File: config.mk
export PLATFORM = sky130hd
export DESIGN_NAME = txrx_byte_fifo
export DESIGN_NICKNAME = d
export VERILOG_FILES = /design/src/rtl/fifo_pair_pkg.sv /design/src/rtl/fp_flush_seq.sv /design/src/rtl/fp_store.sv /design/src/rtl/fp_thresh_cmp.sv /design/src/rtl/txrx_byte_fifo.sv
export SDC_FILE = /design/constraint.sdc
export NUM_CORES = 1
export LEC_CHECK = 0
export BUFFER_PORTS_ARGS = -buffer_cell sky130_fd_sc_hd__buf_2
export CAP_MARGIN = 25
export CORE_UTILIZATION = 49
export DETAILED_ROUTE_END_ITERATION = 12
export GPL_ROUTABILITY_DRIVEN = 0
export PLACE_DENSITY = 0.63
export REMOVE_ABC_BUFFERS = 1
export SLEW_MARGIN = 20
export SYNTH_ARGS = -nofsm -noshare
export SYNTH_HDL_FRONTEND = slang
export SYNTH_SLANG_ARGS = --single-unit
File: constraint.sdc
create_clock -name clk -period 5.6 [get_ports clk]
set_input_delay 0.56 -clock clk [delete_from_list [all_inputs] [get_ports clk]]
set_output_delay 0.56 -clock clk [all_outputs]
set_load 0.01 [all_outputs]
File: src/rtl/fifo_pair_pkg.sv
package fifo_pair_pkg;

  typedef enum logic {
    FL_IDLE = 1'b0,
    FL_RUN  = 1'b1
  } flush_state_e;

  localparam int unsigned DEF_DATA_W   = 8;
  localparam int unsigned DEF_DEPTH    = 16;
  localparam int unsigned DEF_THRESH_W = 4;
  localparam int unsigned DEF_FLUSH_CY = 4;

endpackage

File: src/rtl/fp_flush_seq.sv
module fp_flush_seq
  import fifo_pair_pkg::*;
#(
  parameter int unsigned CYCLES = 4
) (
  input  logic clk,
  input  logic rst_n,
  input  logic req,
  output logic busy,
  output logic done
);

  localparam int unsigned CW = (CYCLES > 1) ? $clog2(CYCLES) : 1;
  localparam logic [CW-1:0] LAST = CW'(CYCLES - 1);

  flush_state_e state_q, state_d;
  logic [CW-1:0] cnt_q, cnt_d;
  logic          cnt_en;

  always_comb begin
    state_d = state_q;
    cnt_d   = cnt_q;
    cnt_en  = 1'b0;
    done    = 1'b0;
    unique case (state_q)
      FL_IDLE: begin
        if (req) begin
          state_d = FL_RUN;
          cnt_d   = '0;
          cnt_en  = 1'b1;
        end
      end
      FL_RUN: begin
        cnt_en = 1'b1;
        if (cnt_q == LAST) begin
          state_d = FL_IDLE;
          cnt_d   = '0;
          done    = 1'b1;
        end else begin
          cnt_d = cnt_q + 1'b1;
        end
      end
      default: state_d = FL_IDLE;
    endcase
  end

  always_ff @(posedge clk or negedge rst_n) begin
    if (!rst_n) begin
      state_q <= FL_IDLE;
    end else begin
      state_q <= state_d;
    end
  end

  always_ff @(posedge clk or negedge rst_n) begin
    if (!rst_n) begin
      cnt_q <= '0;
    end else if (cnt_en) begin
      cnt_q <= cnt_d;
    end
  end

  assign busy = (state_q == FL_RUN);

endmodule

File: src/rtl/fp_store.sv
module fp_store #(
  parameter int unsigned DW    = 8,
  parameter int unsigned DEPTH = 16,
  parameter int unsigned CAP   = 15,
  parameter int unsigned CNTW  = $clog2(DEPTH + 1)
) (
  input  logic            clk,
  input  logic            rst_n,
  input  logic            push,
  input  logic [DW-1:0]   din,
  input  logic            pop,
  input  logic            clear,
  output logic [DW-1:0]   head,
  output logic [CNTW-1:0] count
);

  localparam int unsigned PW = (DEPTH > 1) ? $clog2(DEPTH) : 1;
  localparam logic [PW-1:0]   PTR_LAST = PW'(DEPTH - 1);
  localparam logic [CNTW-1:0] CAP_C    = CNTW'(CAP);

  logic [DW-1:0]   mem_q [DEPTH];
  logic [PW-1:0]   wr_ptr_q, wr_ptr_d;
  logic [PW-1:0]   rd_ptr_q, rd_ptr_d;
  logic [CNTW-1:0] cnt_q, cnt_d;
  logic            push_ok, pop_ok;

  assign push_ok = push && (cnt_q < CAP_C);
  assign pop_ok  = pop && (cnt_q != '0);

  function automatic logic [PW-1:0] ptr_inc(input logic [PW-1:0] p);
    return (p == PTR_LAST) ? '0 : p + 1'b1;
  endfunction

  always_comb begin
    wr_ptr_d = wr_ptr_q;
    rd_ptr_d = rd_ptr_q;
    cnt_d    = cnt_q;
    if (clear) begin
      wr_ptr_d = '0;
      rd_ptr_d = '0;
      cnt_d    = '0;
    end else begin
      if (push_ok) wr_ptr_d = ptr_inc(wr_ptr_q);
      if (pop_ok)  rd_ptr_d = ptr_inc(rd_ptr_q);
      if (push_ok && !pop_ok) cnt_d = cnt_q + 1'b1;
      else if (pop_ok && !push_ok) cnt_d = cnt_q - 1'b1;
    end
  end

  always_ff @(posedge clk or negedge rst_n) begin
    if (!rst_n) begin
      wr_ptr_q <= '0;
      rd_ptr_q <= '0;
      cnt_q    <= '0;
    end else begin
      wr_ptr_q <= wr_ptr_d;
      rd_ptr_q <= rd_ptr_d;
      cnt_q    <= cnt_d;
    end
  end

  always_ff @(posedge clk) begin
    if (push_ok && !clear) begin
      mem_q[wr_ptr_q] <= din;
    end
  end

  assign head  = (cnt_q == '0) ? '0 : mem_q[rd_ptr_q];
  assign count = cnt_q;

endmodule

File: src/rtl/fp_thresh_cmp.sv
module fp_thresh_cmp #(
  parameter int unsigned CNTW     = 5,
  parameter int unsigned THW      = 4,
  parameter bit          AT_LEAST = 1'b1
) (
  input  logic [CNTW-1:0] count,
  input  logic [THW-1:0]  thresh,
  input  logic            hold_off,
  output logic            hit
);

  localparam int unsigned WW = (CNTW > THW) ? CNTW : THW;

  logic [WW-1:0] cnt_w, th_w;
  logic          raw;

  assign cnt_w = WW'(count);
  assign th_w  = WW'(thresh);

  generate
    if (AT_LEAST) begin : g_ge
      assign raw = (cnt_w >= th_w);
    end else begin : g_le
      assign raw = (cnt_w <= th_w);
    end
  endgenerate

  assign hit = raw && !hold_off;

endmodule

File: src/rtl/txrx_byte_fifo.sv
module txrx_byte_fifo
  import fifo_pair_pkg::*;
#(
  parameter int unsigned DATA_W       = DEF_DATA_W,
  parameter int unsigned DEPTH        = DEF_DEPTH,
  parameter int unsigned THRESH_W     = DEF_THRESH_W,
  parameter int unsigned FLUSH_CYCLES = DEF_FLUSH_CY,
  parameter int unsigned CNT_W        = $clog2(DEPTH + 1)
) (
  input  logic                clk,
  input  logic                rst_n,
  input  logic                tx_wr_en,
  input  logic [DATA_W-1:0]   tx_wr_data,
  input  logic                rx_rd_en,
  output logic [DATA_W-1:0]   rx_rd_data,
  input  logic                tx_flush_req,
  input  logic                rx_flush_req,
  output logic                tx_flush_busy,
  output logic                rx_flush_busy,
  input  logic [THRESH_W-1:0] tx_thresh,
  input  logic [THRESH_W-1:0] rx_thresh,
  input  logic                eng_tx_pop,
  output logic [DATA_W-1:0]   eng_tx_data,
  input  logic                eng_rx_push,
  input  logic [DATA_W-1:0]   eng_rx_data,
  output logic [CNT_W-1:0]    tx_count,
  output logic [CNT_W-1:0]    rx_count,
  output logic                tx_empty,
  output logic                tx_nearly_empty,
  output logic                tx_full,
  output logic                tx_overrun,
  output logic                rx_empty,
  output logic                rx_nearly_full,
  output logic                rx_full
);

  localparam int unsigned CAP = DEPTH - 1;
  localparam logic [CNT_W-1:0] CAP_C = CNT_W'(CAP);

  logic tx_busy, tx_done, rx_busy, rx_done;
  logic ovr_q, ovr_d;

  fp_flush_seq #(.CYCLES(FLUSH_CYCLES)) u_tx_flush (
    .clk   (clk),
    .rst_n (rst_n),
    .req   (tx_flush_req),
    .busy  (tx_busy),
    .done  (tx_done)
  );

  fp_flush_seq #(.CYCLES(FLUSH_CYCLES)) u_rx_flush (
    .clk   (clk),
    .rst_n (rst_n),
    .req   (rx_flush_req),
    .busy  (rx_busy),
    .done  (rx_done)
  );

  fp_store #(.DW(DATA_W), .DEPTH(DEPTH), .CAP(CAP), .CNTW(CNT_W)) u_tx_store (
    .clk   (clk),
    .rst_n (rst_n),
    .push  (tx_wr_en && !tx_busy),
    .din   (tx_wr_data),
    .pop   (eng_tx_pop && !tx_busy),
    .clear (tx_done),
    .head  (eng_tx_data),
    .count (tx_count)
  );

  fp_store #(.DW(DATA_W), .DEPTH(DEPTH), .CAP(CAP), .CNTW(CNT_W)) u_rx_store (
    .clk   (clk),
    .rst_n (rst_n),
    .push  (eng_rx_push && !rx_busy),
    .din   (eng_rx_data),
    .pop   (rx_rd_en && !rx_busy),
    .clear (rx_done),
    .head  (rx_rd_data),
    .count (rx_count)
  );

  fp_thresh_cmp #(.CNTW(CNT_W), .THW(THRESH_W), .AT_LEAST(1'b0)) u_tx_cmp (
    .count    (tx_count),
    .thresh   (tx_thresh),
    .hold_off (tx_busy),
    .hit      (tx_nearly_empty)
  );

  fp_thresh_cmp #(.CNTW(CNT_W), .THW(THRESH_W), .AT_LEAST(1'b1)) u_rx_cmp (
    .count    (rx_count),
    .thresh   (rx_thresh),
    .hold_off (rx_busy),
    .hit      (rx_nearly_full)
  );

  assign ovr_d = tx_wr_en && !tx_busy && (tx_count == CAP_C);

  always_ff @(posedge clk or negedge rst_n) begin
    if (!rst_n) begin
      ovr_q <= 1'b0;
    end else begin
      ovr_q <= ovr_d;
    end
  end

  assign tx_overrun    = ovr_q;
  assign tx_flush_busy = tx_busy;
  assign rx_flush_busy = rx_busy;
  assign tx_empty      = (tx_count == '0);
  assign rx_empty      = (rx_count == '0);
  assign tx_full       = (tx_count == CAP_C) && !tx_busy;
  assign rx_full       = (rx_count == CAP_C) && !rx_busy;

endmodule

==> impl_metrics.yaml <==
route:
  via_per_inst: 5.750
  drtPass1Iterations: 4
  wl_per_cell_um: 21.34
  detail_route.iter0.violations: 434
  post-route-drc-count: 0
  final_antenna_net_count: 0
  wirelength_um: 23160
  vias: 6239
die:
  fp.dieW_um: 159.2
  die_y_um: 159.2
  start_util: 0.4993
  coreArea_sq_um: 24250
  die_area_sq_um: 25340
  fp-row-count: 57
  io_pins: 67
yosys:
  synth_area_sq_um: 12110
  synthFlopType: "edfxtp_1"
  seq_area_frac_synth: 0.7031
  yosys.area_share.simple: 0.04764
  synth.area.top_cells: "edfxtp_1 63%, mux4_2 12%, dfrtp_1 6.8%"
  synth_mux_area_frac: 0.1509
  syn_inst: 671
  yosys-top-cells-count: "256 x edfxtp_1, 64 x mux4_2, 37 x mux2i_1"
  synth_cell_types: 50
  synth_most_common_cell: "edfxtp_1"
  synth_top_area_cell: "edfxtp_1"
  ys_ff_latch: 289
  avgSynthCellArea_sq_um: 18.04
  synth.top_cell.area_share: 0.6349
  synthArstFlopShare: 0.1142
  synth_adder_area_share: 0.03224
  synth_edf_count: 256
  synth-xor-area-share: 0.007234
  synth_top_family_by_area: "multiplexers"
  synth_compound_area_frac: 0.04092
  yosys_warnings: 0
sta:
  relSlewSlack: 0.3474
  period_share: 0.6173
  skew_ns: 0.008897
  tightestPinTransition_ns: 0.9753
  setup_tns_ns: 0
  report.final.slew_viol_count: 0
  setup_viol: 0
  hold_violations: 0
  fin_crit_ns: 3.457
  max_freq_ghz: 0.2893
  holdWs_ns: 0.08912
  rsz0062_at_grt: "no"
setup_path:
  r2r_end: "u_tx_store.count[4]$_DFFE_PN0P_"
  crit_fanout: 22
  reg2regPathDepth: 9
  reg2reg_slack_ns: 2.57
  startpoint_type: "flop"
  end_kind: "output port"
  worstSetupPathType: "reg -> out"
  rr_startpoint: "u_tx_store.count[1]$_DFFE_PN0P_"
  crit_path_start: "u_tx_store.rd_ptr_q[1]$_DFFE_PN0P_"
  cp.required_ns: 5.04
  critPathCapture: "eng_tx_data[0]"
  worstPathArrival_ns: 2.90
global_route:
  grt_max_degree: 36
  grt_overflow: 0
  antenna_found_initial: 0
  met1_usage: 0.2587
  grt_first_pass_wirelength_um: 36870
  busiest_layer: "met2"
  grtUsageMet2: 0.3212
  track_usage: 0.1900
  grt_pass1_vias: 6485
  use_met3: 0.03022
finish:
  drive_gt1_frac: 0.2549
  antenna_cells: 0
  layout.nets: 804
  fillers: 1873
  syn2layout_area_growth_pct: 12.70
outcome:
  status: "finished, final reports clean"
clock_tree:
  clkLatencyLatePin_ns: 0.53
  clock-sinks: 289
  cts_tree: "yes"
  cts_resized: 0
  h-tree-depth: 1
  cts_made_buffers: 28
  clk_path_buf_depth: 3
  cts_setup_buffers: 0
  clock-root-buffer: "clkbuf_16"
  clk_pin_slew_ns: 0.06
  cts_hold_buf: 0
worst_hold_path:
  hp-class: "in -> async"
power:
  power.internal_mw: 4.255
  seqPwrFrac: 0.444
  total_leakage_power_nw: 4.692
  p_per_area_nw_per_um2: 448.9
  switching_share: 0.3054
  power_frac_comb: 0.282
  p_sw_mw: 1.870
  clkPwrFrac: 0.274
  vdd.ir_drop.worst_uv: 250.9
placement:
  io_buffers: 66
  place_hpwl_um: 15220
flow_run:
  cap_violations: 0
-- logic make-up (layout without fill, tap and decap cells) --
| group | after synthesis | count (layout) |
|---|---|---|
| DFF | 289 | 289 |
| and+or+nand+nor | 113 | 113 |
| muxes | 102 | 102 |
| AOI/OAI and AO/OA | 73 | 73 |
| buffers and inverters | 54 | 144 |
| adders and majority gates | 30 | 30 |
| xor gates and xnor gates | 10 | 10 |
-- how the worst min path moves through the flow --
| stage | to | slack, ns | cells past startpoint |
|---|---|---|---|
| final | tx_overrun$_DFF_PN0_ | 0.09 | 1 |
| after global routing | u_tx_flush.cnt_q[0]$_DFFE_PN0P_ | 0.15 | 1 |
| after CTS | u_tx_store.count[1]$_DFFE_PN0P_ | 0.10 | 1 |
| after detailed placement | u_rx_flush.cnt_q[1]$_DFFE_PN0P_ | 0.49 | 1 |
| after global placement | u_rx_flush.cnt_q[0]$_DFFE_PN0P_ | 0.48 | 1 |
| after floorplan | tx_overrun$_DFF_PN0_ | 0.26 | 0 |
-- per-layer routing --
layer / vias to the layer above / part of all wire
met1: 3196 / 0.43
met4: 0 / 0.021
met2: 175 / 0.50
met3: 35 / 0.050
li1: 2833 / -
met5: - / 0
-- through the flow --
step           total power [mW]    util  std cells  setup WS [ns]  instance area, sq um
3_3_place_gp              4.423  0.5267       1033          2.676                 12770
6_report                  6.125  0.5627       1085          2.143                 13650
4_1_cts                   6.180  0.5621       1084          2.108                 13630
2_1_floorplan             3.908       -        635          2.464                 11960
5_1_grt                   6.444  0.5627       1085          1.948                 13650
3_5_place_dp              4.504  0.5285       1035          2.610                 12810
-- critical path, cell delays in order, from the launching register on --
cell and delay [ns]:
dfrtp_2 0.64, buf_4 0.49, mux4_2 0.57, mux2i_1 0.28
o22ai_1 0.16, buf_2 0.21
-- flip-flops by register name (all words and copies together), names as in the netlist, 2 cells and up --
| register | count |
|---|---|
| u_tx_store.rd_ptr_q | 4 |
| u_tx_store.mem_q | 128 |
| u_tx_store.count | 5 |
| u_rx_store.wr_ptr_q | 4 |
| u_rx_flush.cnt_q | 2 |
| u_rx_store.rd_ptr_q | 4 |
| u_tx_flush.cnt_q | 2 |
| u_rx_store.mem_q | 128 |
| u_tx_store.wr_ptr_q | 4 |
| u_rx_store.count | 5 |
-- placed cells by master, fill, tap and decap left out, drive strengths merged, types with 3 or more instances in the layout --
cell / instances
a21oi: 12
a22o: 5
a41oi: 3
and2: 11
and3: 4
and4: 5
buf: 77
clkbuf: 32
clkinv: 15
dfrtp: 33
edfxtp: 256
ha: 28
inv: 18
mux2i: 37
mux4: 64
nand2: 21
nand2b: 6
nand3: 9
nor2: 33
nor2b: 5
nor3: 8
o211ai: 7
o21ai: 14
o22ai: 18
o31ai: 3
or2: 3
xnor2: 6
xor2: 4
-- area by class of cell --
cell class / instances / area (sq um) / area share
Timing Repair Buffer: 77 / 440.4 / 0.03228
Clock buffer: 32 / 737.0 / 0.05401
Tap cell: 324 / 405.4 / 0.02971
Clock inverter: 17 / 77.57 / 0.005685
Inverter: 18 / 67.56 / 0.004951
Sequential cell: 289 / 8516 / 0.6241
Multi-Input combinational cell: 328 / 3402 / 0.2493
-- power groups by stage --
stage	logic, mW	clock network (mW)	registers (mW)
final	1.73	1.68	2.72
after global routing	1.91	1.79	2.75
after CTS	1.75	1.71	2.72
after detailed placement	1.74	0	2.76
after global placement	1.65	0	2.77
after floorplan	1.08	0	2.83
No activity file was read; power rests on OpenSTA's default activity.
